--- config.mk ---
export PLATFORM = sky130hd
export DESIGN_NAME = peer_doorbell_regs
export DESIGN_NICKNAME = d
export VERILOG_FILES = /design/src/rtl/pdb_pkg.sv /design/src/rtl/pdb_decode.sv /design/src/rtl/pdb_status.sv /design/src/rtl/pdb_doorbell.sv /design/src/rtl/peer_doorbell_regs.sv
export SDC_FILE = /design/constraint.sdc
export NUM_CORES = 1
export LEC_CHECK = 0
export BUFFER_PORTS_ARGS = -buffer_cell sky130_fd_sc_hd__buf_4
export CELL_PAD_IN_SITES_DETAIL_PLACEMENT = 0
export CELL_PAD_IN_SITES_GLOBAL_PLACEMENT = 1
export CORE_ASPECT_RATIO = 0.75
export CORE_MARGIN = 4
export CORE_UTILIZATION = 40
export CTS_BUF_LIST = sky130_fd_sc_hd__clkbuf_2
export DETAILED_ROUTE_END_ITERATION = 10
export PLACE_DENSITY = 0.75
export SKIP_LAST_GASP = 1
export SLEW_MARGIN = 20
export SYNTH_ARGS = -nofsm -noshare
export SYNTH_HDL_FRONTEND = slang
export SYNTH_HIERARCHICAL = 1
export SYNTH_SLANG_ARGS = --single-unit
--- constraint.sdc ---
create_clock -name clk -period 2.3 [get_ports clk]
set_clock_uncertainty 0.05 [all_clocks]
set_input_delay 0.23 -clock clk [delete_from_list [all_inputs] [get_ports clk]]
set_output_delay 0.23 -clock clk [all_outputs]
set_load 0.005 [all_outputs]
--- src/rtl/pdb_pkg.sv ---
package pdb_pkg;

    localparam int DATA_W  = 32;
    localparam int PEER_W  = 16;
    localparam int VEC_W   = 16;
    localparam int NUM_REG = 4;

    typedef enum logic [1:0] {
        SEL_MASK = 2'd0,
        SEL_STAT = 2'd1,
        SEL_POS  = 2'd2,
        SEL_BELL = 2'd3
    } reg_sel_e;

    typedef struct packed {
        logic     hit;
        reg_sel_e sel;
        logic     rd;
        logic     wr;
    } access_t;

    typedef struct packed {
        logic [PEER_W-1:0] peer;
        logic [VEC_W-1:0]  vector;
    } note_t;

    function automatic note_t split_bell(input logic [DATA_W-1:0] word);
        note_t n;
        n.peer   = word[DATA_W-1:VEC_W];
        n.vector = word[VEC_W-1:0];
        return n;
    endfunction

endpackage

--- src/rtl/pdb_decode.sv ---
module pdb_decode
    import pdb_pkg::*;
#(
    parameter int ADDR_W = 8
) (
    input  logic              req_valid,
    input  logic              req_write,
    input  logic [ADDR_W-1:0] req_addr,
    output access_t           acc
);
    localparam int IDX_W = ADDR_W - 2;
    localparam logic [IDX_W-1:0] IDX_LIM = IDX_W'(NUM_REG);

    logic [IDX_W-1:0] idx;

    always_comb begin
        idx     = req_addr[ADDR_W-1:2];
        acc.hit = (idx < IDX_LIM);
        acc.sel = reg_sel_e'(idx[1:0]);
        acc.rd  = req_valid & ~req_write;
        acc.wr  = req_valid & req_write;
    end
endmodule

--- src/rtl/pdb_status.sv ---
module pdb_status #(
    parameter int STAT_W = 32
) (
    input  logic              clk,
    input  logic              rst,
    input  logic              sw_set_en,
    input  logic [STAT_W-1:0] sw_set_val,
    input  logic              rd_clr,
    input  logic              in_valid,
    input  logic [15:0]       in_vector,
    output logic [STAT_W-1:0] stat_q
);
    localparam int         VB   = $clog2(STAT_W);
    localparam logic [15:0] VLIM = 16'(STAT_W);

    logic [STAT_W-1:0] hw_set;
    logic [STAT_W-1:0] sw_set;

    always_comb begin
        hw_set = '0;
        if (in_valid && (in_vector < VLIM))
            hw_set[in_vector[VB-1:0]] = 1'b1;
        sw_set = sw_set_en ? sw_set_val : '0;
    end

    for (genvar b = 0; b < STAT_W; b++) begin : g_bit
        always_ff @(posedge clk) begin
            if (rst)
                stat_q[b] <= 1'b0;
            else
                stat_q[b] <= (stat_q[b] & ~rd_clr) | sw_set[b] | hw_set[b];
        end
    end
endmodule

--- src/rtl/pdb_doorbell.sv ---
module pdb_doorbell
    import pdb_pkg::*;
(
    input  logic              clk,
    input  logic              rst,
    input  logic              fire,
    input  logic [DATA_W-1:0] wdata,
    output logic              note_valid,
    output note_t             note
);
    always_ff @(posedge clk) begin
        if (rst) begin
            note_valid <= 1'b0;
            note       <= '0;
        end else begin
            note_valid <= fire;
            if (fire)
                note <= split_bell(wdata);
        end
    end
endmodule

--- src/rtl/peer_doorbell_regs.sv ---
module peer_doorbell_regs
    import pdb_pkg::*;
#(
    parameter int STAT_W = 32,
    parameter int ADDR_W = 8
) (
    input  logic              clk,
    input  logic              rst,
    input  logic [15:0]       peer_id_i,
    input  logic              req_valid,
    input  logic              req_write,
    input  logic [ADDR_W-1:0] req_addr,
    input  logic [31:0]       req_wdata,
    output logic              rd_valid,
    output logic [31:0]       rd_data,
    input  logic              in_valid,
    input  logic [15:0]       in_vector,
    output logic              note_valid,
    output logic [15:0]       note_peer,
    output logic [15:0]       note_vector,
    output logic              irq
);
    access_t           acc;
    logic [STAT_W-1:0] mask_q;
    logic [STAT_W-1:0] stat_q;
    logic [PEER_W-1:0] pos_q;
    logic [DATA_W-1:0] rd_mux;
    note_t             note;
    logic              wr_mask, wr_stat, rd_stat, wr_bell;

    pdb_decode #(.ADDR_W(ADDR_W)) u_dec (
        .req_valid (req_valid),
        .req_write (req_write),
        .req_addr  (req_addr),
        .acc       (acc)
    );

    always_comb begin
        wr_mask = acc.wr && acc.hit && (acc.sel == SEL_MASK);
        wr_stat = acc.wr && acc.hit && (acc.sel == SEL_STAT);
        rd_stat = acc.rd && acc.hit && (acc.sel == SEL_STAT);
        wr_bell = acc.wr && acc.hit && (acc.sel == SEL_BELL);
    end

    pdb_status #(.STAT_W(STAT_W)) u_stat (
        .clk        (clk),
        .rst        (rst),
        .sw_set_en  (wr_stat),
        .sw_set_val (req_wdata[STAT_W-1:0]),
        .rd_clr     (rd_stat),
        .in_valid   (in_valid),
        .in_vector  (in_vector),
        .stat_q     (stat_q)
    );

    pdb_doorbell u_bell (
        .clk        (clk),
        .rst        (rst),
        .fire       (wr_bell),
        .wdata      (req_wdata),
        .note_valid (note_valid),
        .note       (note)
    );

    assign note_peer   = note.peer;
    assign note_vector = note.vector;

    always_ff @(posedge clk) begin
        if (rst)
            mask_q <= '0;
        else if (wr_mask)
            mask_q <= req_wdata[STAT_W-1:0];
    end

    always_ff @(posedge clk) begin
        if (rst)
            pos_q <= peer_id_i;
    end

    always_comb begin
        rd_mux = '0;
        if (acc.hit) begin
            case (acc.sel)
                SEL_MASK: rd_mux = DATA_W'(mask_q);
                SEL_STAT: rd_mux = DATA_W'(stat_q);
                SEL_POS:  rd_mux = DATA_W'(pos_q);
                default:  rd_mux = '0;
            endcase
        end
    end

    always_ff @(posedge clk) begin
        if (rst) begin
            rd_valid <= 1'b0;
            rd_data  <= '0;
        end else begin
            rd_valid <= acc.rd;
            if (acc.rd)
                rd_data <= rd_mux;
        end
    end

    assign irq = |(stat_q & mask_q);
endmodule

### Word-level counts from Yosys, hierarchy flattened

Index checks and enable logic that the tools add are counted.
Widths: inputs -> output; s select.

* bits in registers: 146
* input port bits: 77
* output and inout port bits: 67
* word-level logic and storage cells: 163

* order comparisons: 4
* eq/ne operators: 3
* muxes and demuxes: 6
* bitwise operators: 101
* reductions and logical operators: 10

Operators with widths (number)
* $mux 32: 3
* $pmux 32 s3: 1
* $or 1x1->1: 64
* $and 1x1->1: 34
* $and 32x32->32: 1
* $reduce_or 32->1: 1
* $lt 16x6->1 const B: 1
* $logic_and 1x1->1: 8
* $lt 5x6->1 const B: 1
* $lt 6x3->1 const B: 1
* $demux 1 s5: 1
* $ge 5x1->1 const B: 1
* $eq 2x2->1 const B: 2
* $eq 2x1->1 const B: 1
* $logic_not 2->1: 1
* $not 1->1: 2
* $mux 1: 1

### Longest topological paths before layout

Gate-level depths: netlist of run 1.

* depth in word-level cells: 8
* depth in mapped cells: 9
* depth with buffers taken out: 5

### Hierarchy

The synthesis of run 1 kept the hierarchy.

By module, submodules not included
* peer_doorbell_regs: times used 1, cells an instance 319, area each 3249.4 um2, seq. area each 1781.7 um2
* pdb_status: times used 1, cells an instance 135, area each 1356.3 um2, seq. area each 640.6 um2
* pdb_doorbell: times used 1, cells an instance 106, area each 1202.4 um2, seq. area each 660.6 um2
* pdb_decode: times used 1, cells an instance 5, area each 40.0 um2, seq. area each 0.0 um2

### Least setup slack after synthesis of run 1

OpenSTA, ideal clock, no wires.

* path type: input to register
* start point: input req_addr[5]
* end point: register u_stat.stat_q[30]
* library setup time: 0.134 ns
* arrival time: 1.665 ns
* data required time: 2.116 ns
* path slack: 0.451 ns
* stages on the path: 8
* path buffers: 3
* path through: nor4_2 and4b_1 buf_2 buf_6 inv_1 clkbuf_1 a22oi_1 o22ai_1

* cells in the longest elaborated chain, start to end: 7
* elaborated cells on any way between the ends: 10
* those cells by class: 1 x order compare; 1 x mux; 4 x bitwise; 4 x reduce/logical

RTL lines
* start, declared: RTL line peer_doorbell_regs.sv:12 `input logic [ADDR_W-1:0] req_addr,`
* $lt 6x3->1: RTL line pdb_decode.sv:18 `acc.hit = (idx < IDX_LIM);`
* $logic_and 1x1->1 (2 in series): RTL line peer_doorbell_regs.sv:41 `rd_stat = acc.rd && acc.hit && (acc.sel == SEL_STAT);`
* via rd_stat: RTL line peer_doorbell_regs.sv:29 `logic wr_mask, wr_stat, rd_stat, wr_bell;`
* $not 1->1: RTL line pdb_status.sv:31 `stat_q[b] <= (stat_q[b] & ~rd_clr) | sw_set[b] | hw_set[b];`
* $and 1x1->1: RTL line pdb_status.sv:31
* $or 1x1->1 (2 in series): RTL line pdb_status.sv:31
* end signal, assigned by index: RTL line pdb_status.sv:31
* end, declared: RTL line pdb_status.sv:11 `output logic [STAT_W-1:0] stat_q`

The timed path passes the listed nets, and every way through them passes these cells.
A chain may end at the register's enable or synchronous reset.

### Final worst setup path of run 1

* start point: input in_vector[6]
* end point: register u_stat.stat_q[25]

* cells in the longest elaborated chain, start to end: 4

RTL lines
* start, declared: RTL line peer_doorbell_regs.sv:17 `input logic [15:0] in_vector,`
* $lt 16x6->1: RTL line pdb_status.sv:21 `if (in_valid && (in_vector < VLIM))`
* $logic_and 1x1->1: RTL line pdb_status.sv:21
* $mux 32: RTL line pdb_status.sv:21
* $or 1x1->1: RTL line pdb_status.sv:31

Every way passes these cells.

==> results of run 1 <==
[cell usage in the layout (no fill, tap or decap), types with 2 or more instances in the layout]
master	count
a21oi_1	32
a222oi_1	16
a22o_1	16
a22oi_1	45
a22oi_2	3
and3_1	2
buf_12	4
buf_4	156
clkbuf_2	22
clkinv_1	6
clkinv_2	3
dfxtp_1	128
dlygate4sd3_1	76
edfxtp_1	16
inv_1	4
mux2i_1	48
nand2_1	65
nand3_1	3
nand4_1	4
nor2_1	47
nor2_2	4
nor2b_1	2
nor3_1	2
nor4_1	4
nor4_2	2
o22ai_1	16
o2bb2ai_1	32
or3_1	3
or3b_2	2
or4_1	2
or4_4	5
[power by group through the flow]
stage	logic [mW]	registers (mW)	clock network (mW)
after global routing	0.394	2.62	1.41
after global placement	0.274	2.67	0
after detailed placement	0.279	2.67	0
final	0.367	2.61	1.24
after CTS	0.359	2.62	1.28
after floorplan	0.109	2.67	0
[metrics by stage]
step | setup slack, ns | hold WS (ns)
after floorplan | 0.451 | 0.279
after global placement | 0.386 | 0.361
after detailed placement | 0.352 | 0.360
after CTS | -0.169 | 0.00673
after global routing | -0.310 | 0.0648
final | -0.262 | 0.114
[cell type report]
type	count	area [um2]	area share [%]
Sequential cell	146	3090	38.3
Multi-Input combinational cell	365	2500	31.0
Timing Repair Buffer	237	2040	25.3
Tap cell	195	244	3.02
Clock buffer	22	110	1.36
Clock inverter	10	67.6	0.838
Inverter	5	18.8	0.233
[state kept, by name, indices dropped and copies added (netlist names)]
| signal | flops |
|---|---|
| rd_data | 32 |
| u_stat/stat_q | 32 |
| rd_valid | 1 |
| u_bell/note_valid | 1 |
| mask_q | 32 |
| pos_q | 16 |
| u_bell/note | 32 |
[per-layer routing]
metal	vias up	global-route usage, %	routed length, um
met5	-	0	0
met3	28	7.89	1880
met1	2571	31.3	8670
met4	0	7.57	375
met2	272	34.1	8300
li1	2535	-	-
[worst paths after layout]
check | startpoint | end | slack (ns) | depth (start not counted)
worst max-delay path | in_vector[6] | u_stat/stat_q[25]$_SDFF_PP0_ | -0.26 | 8
worst min-delay path | in_vector[13] | u_stat/stat_q[4]$_SDFF_PP0_ | 0.11 | 4
worst max register to register | u_stat/stat_q[24]$_SDFF_PP0_ | u_stat/stat_q[24]$_SDFF_PP0_ | 0.87 | 3
worst min register to register | mask_q[16]$_SDFFE_PP0P_ | mask_q[16]$_SDFFE_PP0P_ | 0.43 | 2
[cells by family after synthesis]
logic type      Yosys count  synth area share, %
simple gates            156                 12.6
compound gates          161                 20.9
flops                   146                 52.7
buf+inv                  54                 5.56
mux                      48                 8.22
[tightest hold or removal path: cells and delay by family]
family	cells	cell delay [ns]
AO/OA/AOI/OAI	1	0.06
AND/OR/NAND/NOR	2	0.48
buffers and inverters	1	0.07
[timing repair]
action                                  in CTS  in global routing
endpoints found under the setup margin       1                  4
buffers inserted                             1                  2
endpoints found under the hold margin      129                  6
resized for setup                            6                  2
gates cloned                                 0                  1
hold buffers                                73                  3
pin swaps                                    2                  2
==> results.json, run 1 <==
{
  "die_h_um": 113,
  "slew_headroom_pct": 52.1,
  "cts_max_level": 4,
  "hpwlAfterDp_um": 12700,
  "synthCells": 565,
  "synth_flop_cell": "dfxtp_1",
  "grt_antenna_before_repair": 0,
  "cts.path.max_buffers": 2,
  "final_layout_size_suffix_gt1_share_pct": 26.9,
  "ys_ff_latch": 146,
  "path_max_fanout": 4,
  "crit_chain": "dlygate4sd3_1 -> buf_4 -> or4_1 -> dlygate4sd3_1 -> nor3_1 -> buf_4 -> o2bb2ai_1 -> dlygate4sd3_1",
  "clockRootBuffer": "clkbuf_2",
  "tns_ns": -0.540,
  "worstPathRequired_ns": 2.92,
  "worstMarginPinSlew_ns": 0.716,
  "cp.arrival_ns": 3.19,
  "clkSlewWorstSetupHoldPaths_ns": 0.20,
  "outcome": "finished with violations",
  "tritoncts": "yes",
  "placed_cells_incl_taps": 868,
  "yosys.cell_count.top_type": "dfxtp_1",
  "utilization_pct": 57.5,
  "p_sw_mw": 1.04,
  "synth_nets": 642,
  "numPortBuffers": 141,
  "wl_um": 19200,
  "vias_per_cell": 5.52,
  "max_freq_ghz": 0.390,
  "grt_pass1_vias": 5376,
  "worst_path_max_delay_cell": "dlygate4sd3_1",
  "first_iter_violations": 548,
  "p_per_area_nw_per_um2": 524,
  "area_growth_pct": 37.9,
  "finalCritPeriodShare_pct": 111,
  "io_pins": 144,
  "synth.top_cells.by_area": "dfxtp_1, mux2i_1, edfxtp_1, a22oi_1, o2bb2ai_1",
  "die_area_um2": 16600,
  "grt_setup_unrepaired": "true",
  "final_nets": 849,
  "cpPeakStageDelay_ns": 0.62,
  "nFillCells": 1202,
  "insertion_delay_ns": 0.71,
  "drtPass1Iterations": 6,
  "start_util_pct": 41.7,
  "clkPwrFrac_pct": 29.4,
  "worst_slack_ns": -0.262,
  "post_drt_wl_per_cell_um": 19.6,
  "power_frac_comb_pct": 8.7,
  "grtUsageTotal_pct": 22.9,
  "maxCapViolCount": 0,
  "power_frac_seq_pct": 61.9,
  "core_um2": 14000,
  "grt_max_degree": 101,
  "synth_top_area_cell": "dfxtp_1",
  "cts_buffers": 17,
  "cp_common_cell": "dlygate4sd3_1",
  "drcViolationCount": 0,
  "path_buf_inv": 5,
  "synth-edff-count": 16,
  "netSwitchingFraction_pct": 24.7,
  "final_area_um2": 8070,
  "setup.worst_path.end_class": "flip-flop",
  "synth_top_area_share_pct": 44.5,
  "avgSynthCellArea_um2": 10.4,
  "placed_cell_area_um2": 7050,
  "grt.overflow.total": 0,
  "fin_cells": 980,
  "cts_sinks": 146,
  "p_int_mw": 3.18,
  "synth.distinct_cells": 38,
  "critPathTopFamily": "buffers and inverters",
  "grt_pass1_wl_um": 29600,
  "hold_class": "in -> reg",
  "peakVddDrop_uv": 288,
  "setup_viol": 4,
  "ant_nets": 0,
  "netlist_area_um2": 5850,
  "num_rows": 37,
  "async_flop_share_pct": 0,
  "violations": "setup timing",
  "crit_type": "in -> reg",
  "slew_violations": 0,
  "vias": 5406,
  "cp-start-kind": "input pin",
  "ys_seq_area_share_pct": 52.7,
  "p_leak_nw": 3.01,
  "p_total_mw": 4.22,
  "period_needed_ns": 2.56,
  "ys_top_cells_by_count": "dfxtp_1, nand2_1, nor2_1, a22oi_1, mux2i_1",
  "antenna_cells": 0,
  "yosys_warnings": 6,
  "die_w_um": 148,
  "gp_congestion": 0.840,
  "hold_violations": 0
}
No activity file was read; power rests on OpenSTA's default activity.
==> run 2, diff against run 1 <==
Settings changed: CORE_MARGIN 4 to 1, PLACE_DENSITY 0.75 to 0.92, SYNTH_HIERARCHICAL 1 to unset.
==> run 2 against run 1 <==
  * The flow still finishes with violations (setup timing)
  * Count of clock-buffer cells in the layout decreased by 3
  * Setup slack improved by 0.18 ns
  * Combinational power increased by 4%
  * Sequential share of layout area decreased by 0.85 points
  * First-iteration DRC count increased by 29%
  * Critical path type is now reg -> out
  * Largest power group unchanged
==> results.json, run 2 <==
{
  "die_w_um": 144,
  "post_drt_wl_per_cell_um": 16.6,
  "cp-start-kind": "flip-flop",
  "power_frac_comb_pct": 8.7,
  "peakVddDrop_uv": 383,
  "rr_worst_depth": 5,
  "core_um2": 14500,
  "nFillCells": 1347,
  "netlist_area_um2": 6010,
  "crit_type": "reg -> out",
  "finalCritPeriodShare_pct": 103,
  "area_growth_pct": 37.8,
  "ant_nets": 0,
  "slew_headroom_pct": 40.9,
  "synth_flop_cell": "dfxtp_1",
  "placed_cells_incl_taps": 1005,
  "p_total_mw": 4.38,
  "hold_violations": 0,
  "cts_buffers": 17,
  "drcViolationCount": 0,
  "yosys.cell_count.top_type": "nand2_1",
  "worstMarginPinSlew_ns": 0.884,
  "tns_ns": -0.0786,
  "numPortBuffers": 141,
  "start_util_pct": 41.3,
  "multi_input_area_um2": 2770,
  "first_iter_violations": 707,
  "worstPathRequired_ns": 2.02,
  "cts.path.max_buffers": 2,
  "synth_top_area_share_pct": 43.3,
  "synth.top_cells.by_area": "dfxtp_1, nand2_1, a21oi_1, edfxtp_1, mux2i_1",
  "grtUsageTotal_pct": 24.1,
  "final_layout_size_suffix_gt1_share_pct": 26.2,
  "avgSynthCellArea_um2": 8.63,
  "seqCellArea_um2": 3100,
  "synth-edff-count": 16,
  "async_flop_share_pct": 0,
  "cts_sinks": 146,
  "final_cell_mix": "nand2_1, buf_4, a21oi_1, dfxtp_1, dlygate4sd3_1",
  "num_rows": 38,
  "gp_congestion": 0.841,
  "cts_max_level": 4,
  "io_pins": 144,
  "p_int_mw": 3.20,
  "grt_antenna_before_repair": 0,
  "grt_setup_unrepaired": "true",
  "drtPass1Iterations": 5,
  "final_area_um2": 8280,
  "ys_seq_area_share_pct": 51.3,
  "die_h_um": 108,
  "hpwlAfterDp_um": 11800,
  "insertion_delay_ns": 0.74,
  "hold_depth": 6,
  "cp.arrival_ns": 2.10,
  "grt_max_degree": 63,
  "clockRootBuffer": "clkbuf_2",
  "netSwitchingFraction_pct": 26.9,
  "period_needed_ns": 2.38,
  "clkPwrFrac_pct": 31.5,
  "ys_ff_latch": 146,
  "antenna_cells": 0,
  "vias_per_cell": 5.25,
  "clkSlewWorstSetupHoldPaths_ns": 0.23,
  "max_freq_ghz": 0.420,
  "worst_slack_ns": -0.0786,
  "setup_viol": 1,
  "finalHoldWorstSlack_ns": 0.0379,
  "p_leak_nw": 3.15,
  "wl_um": 18300,
  "grt_pass1_wl_um": 28300,
  "setup.worst_path.end_class": "primary output",
  "fin_cells": 1104,
  "power_frac_seq_pct": 59.8,
  "mostFrequentLayoutCell": "nand2_1",
  "path_max_fanout": 2,
  "yosys_warnings": 0,
  "hold_class": "in -> reg",
  "maxCapViolCount": 0,
  "synth_nets": 773,
  "final_nets": 968,
  "ys_top_cells_by_count": "nand2_1, dfxtp_1, a21oi_1, nor2_1, a22oi_1",
  "p_per_area_nw_per_um2": 529,
  "grt_pass1_vias": 5350,
  "placed_cell_area_um2": 7350,
  "vias": 5795,
  "synthCells": 696,
  "tritoncts": "yes",
  "outcome": "finished with violations",
  "die_area_um2": 15500,
  "violations": "setup timing",
  "grt.overflow.total": 0,
  "p_sw_mw": 1.18,
  "synth.distinct_cells": 34,
  "synth_top_area_cell": "dfxtp_1",
  "slew_violations": 0
}
==> run 2: final cells by class <==
cell class                 instances  area share [%]
clock inverter                    13            1.39
timing repair buffer             229            23.5
clock buffer                      19            1.15
multi-input combinational        496            33.5
inverter                           1          0.0453
sequential                       146            37.4
tap                              200            3.02
==> run 2: layer usage <==
| layer | track usage, % | wire [um] | vias to the layer above |
|---|---|---|---|
| met5 | 0 | 0 | - |
| met4 | 7.60 | 243 | 0 |
| met3 | 3.68 | 1310 | 24 |
| met2 | 38.9 | 8680 | 234 |
| met1 | 33.2 | 8110 | 2705 |
| li1 | - | - | 2832 |
==> run 2: cells by family after synthesis <==
logic type,Yosys count,share of synthesized area (%)
buf+inv,54,3.73
simple gates,280,22.0
mux,32,5.33
flops,146,51.3
compound gates,184,17.7
==> run 2: worst max-delay path: stages, from the launching register on <==
cell and delay [ns]:
dfxtp_2 0.38, a22oi_2 0.21, nand4_1 0.10, or4_4 0.54, buf_6 0.13
==> run 2: final timing paths <==
kind / slack [ns] / startpoint / end
min: 0.04 / req_addr[4] / u_bell.note[17]$_SDFFE_PP0P_
max reg2reg: 1.15 / u_stat.stat_q[16]$_SDFF_PP0_ / rd_data[16]$_SDFFE_PP0P_
max: -0.08 / mask_q[16]$_SDFFE_PP0P_ / irq
min reg2reg: 0.42 / rd_data[1]$_SDFFE_PP0P_ / rd_data[1]$_SDFFE_PP0P_
==> run 2: timing repair <==
| action | CTS | global route |
|---|---|---|
| setup buffers | 9 | 0 |
| pin swaps | 4 | 0 |
| setup endpoints to repair | 1 | 1 |
| hold buffers | 58 | 0 |
| gates resized for setup | 23 | 2 |
| endpoints found under the hold margin | 140 | 0 |
==> run 2: power by group through the flow <==
stage / registers (mW) / logic (mW) / clock network, mW
floorplan: 2.66 / 0.124 / 0
global placement: 2.67 / 0.298 / 0
detailed placement: 2.67 / 0.299 / 0
CTS: 2.62 / 0.378 / 1.40
global route: 2.62 / 0.409 / 1.51
finish: 2.62 / 0.382 / 1.38
==> run 2: metrics by stage <==
| stage | util (%) | setup slack, ns |
|---|---|---|
| final | 56.9 | -0.0786 |
| after detailed placement | 50.5 | 0.131 |
| after global routing | 56.9 | -0.171 |
| after floorplan | - | 0.359 |
| after global placement | 50.5 | 0.172 |
| after CTS | 56.9 | -0.109 |
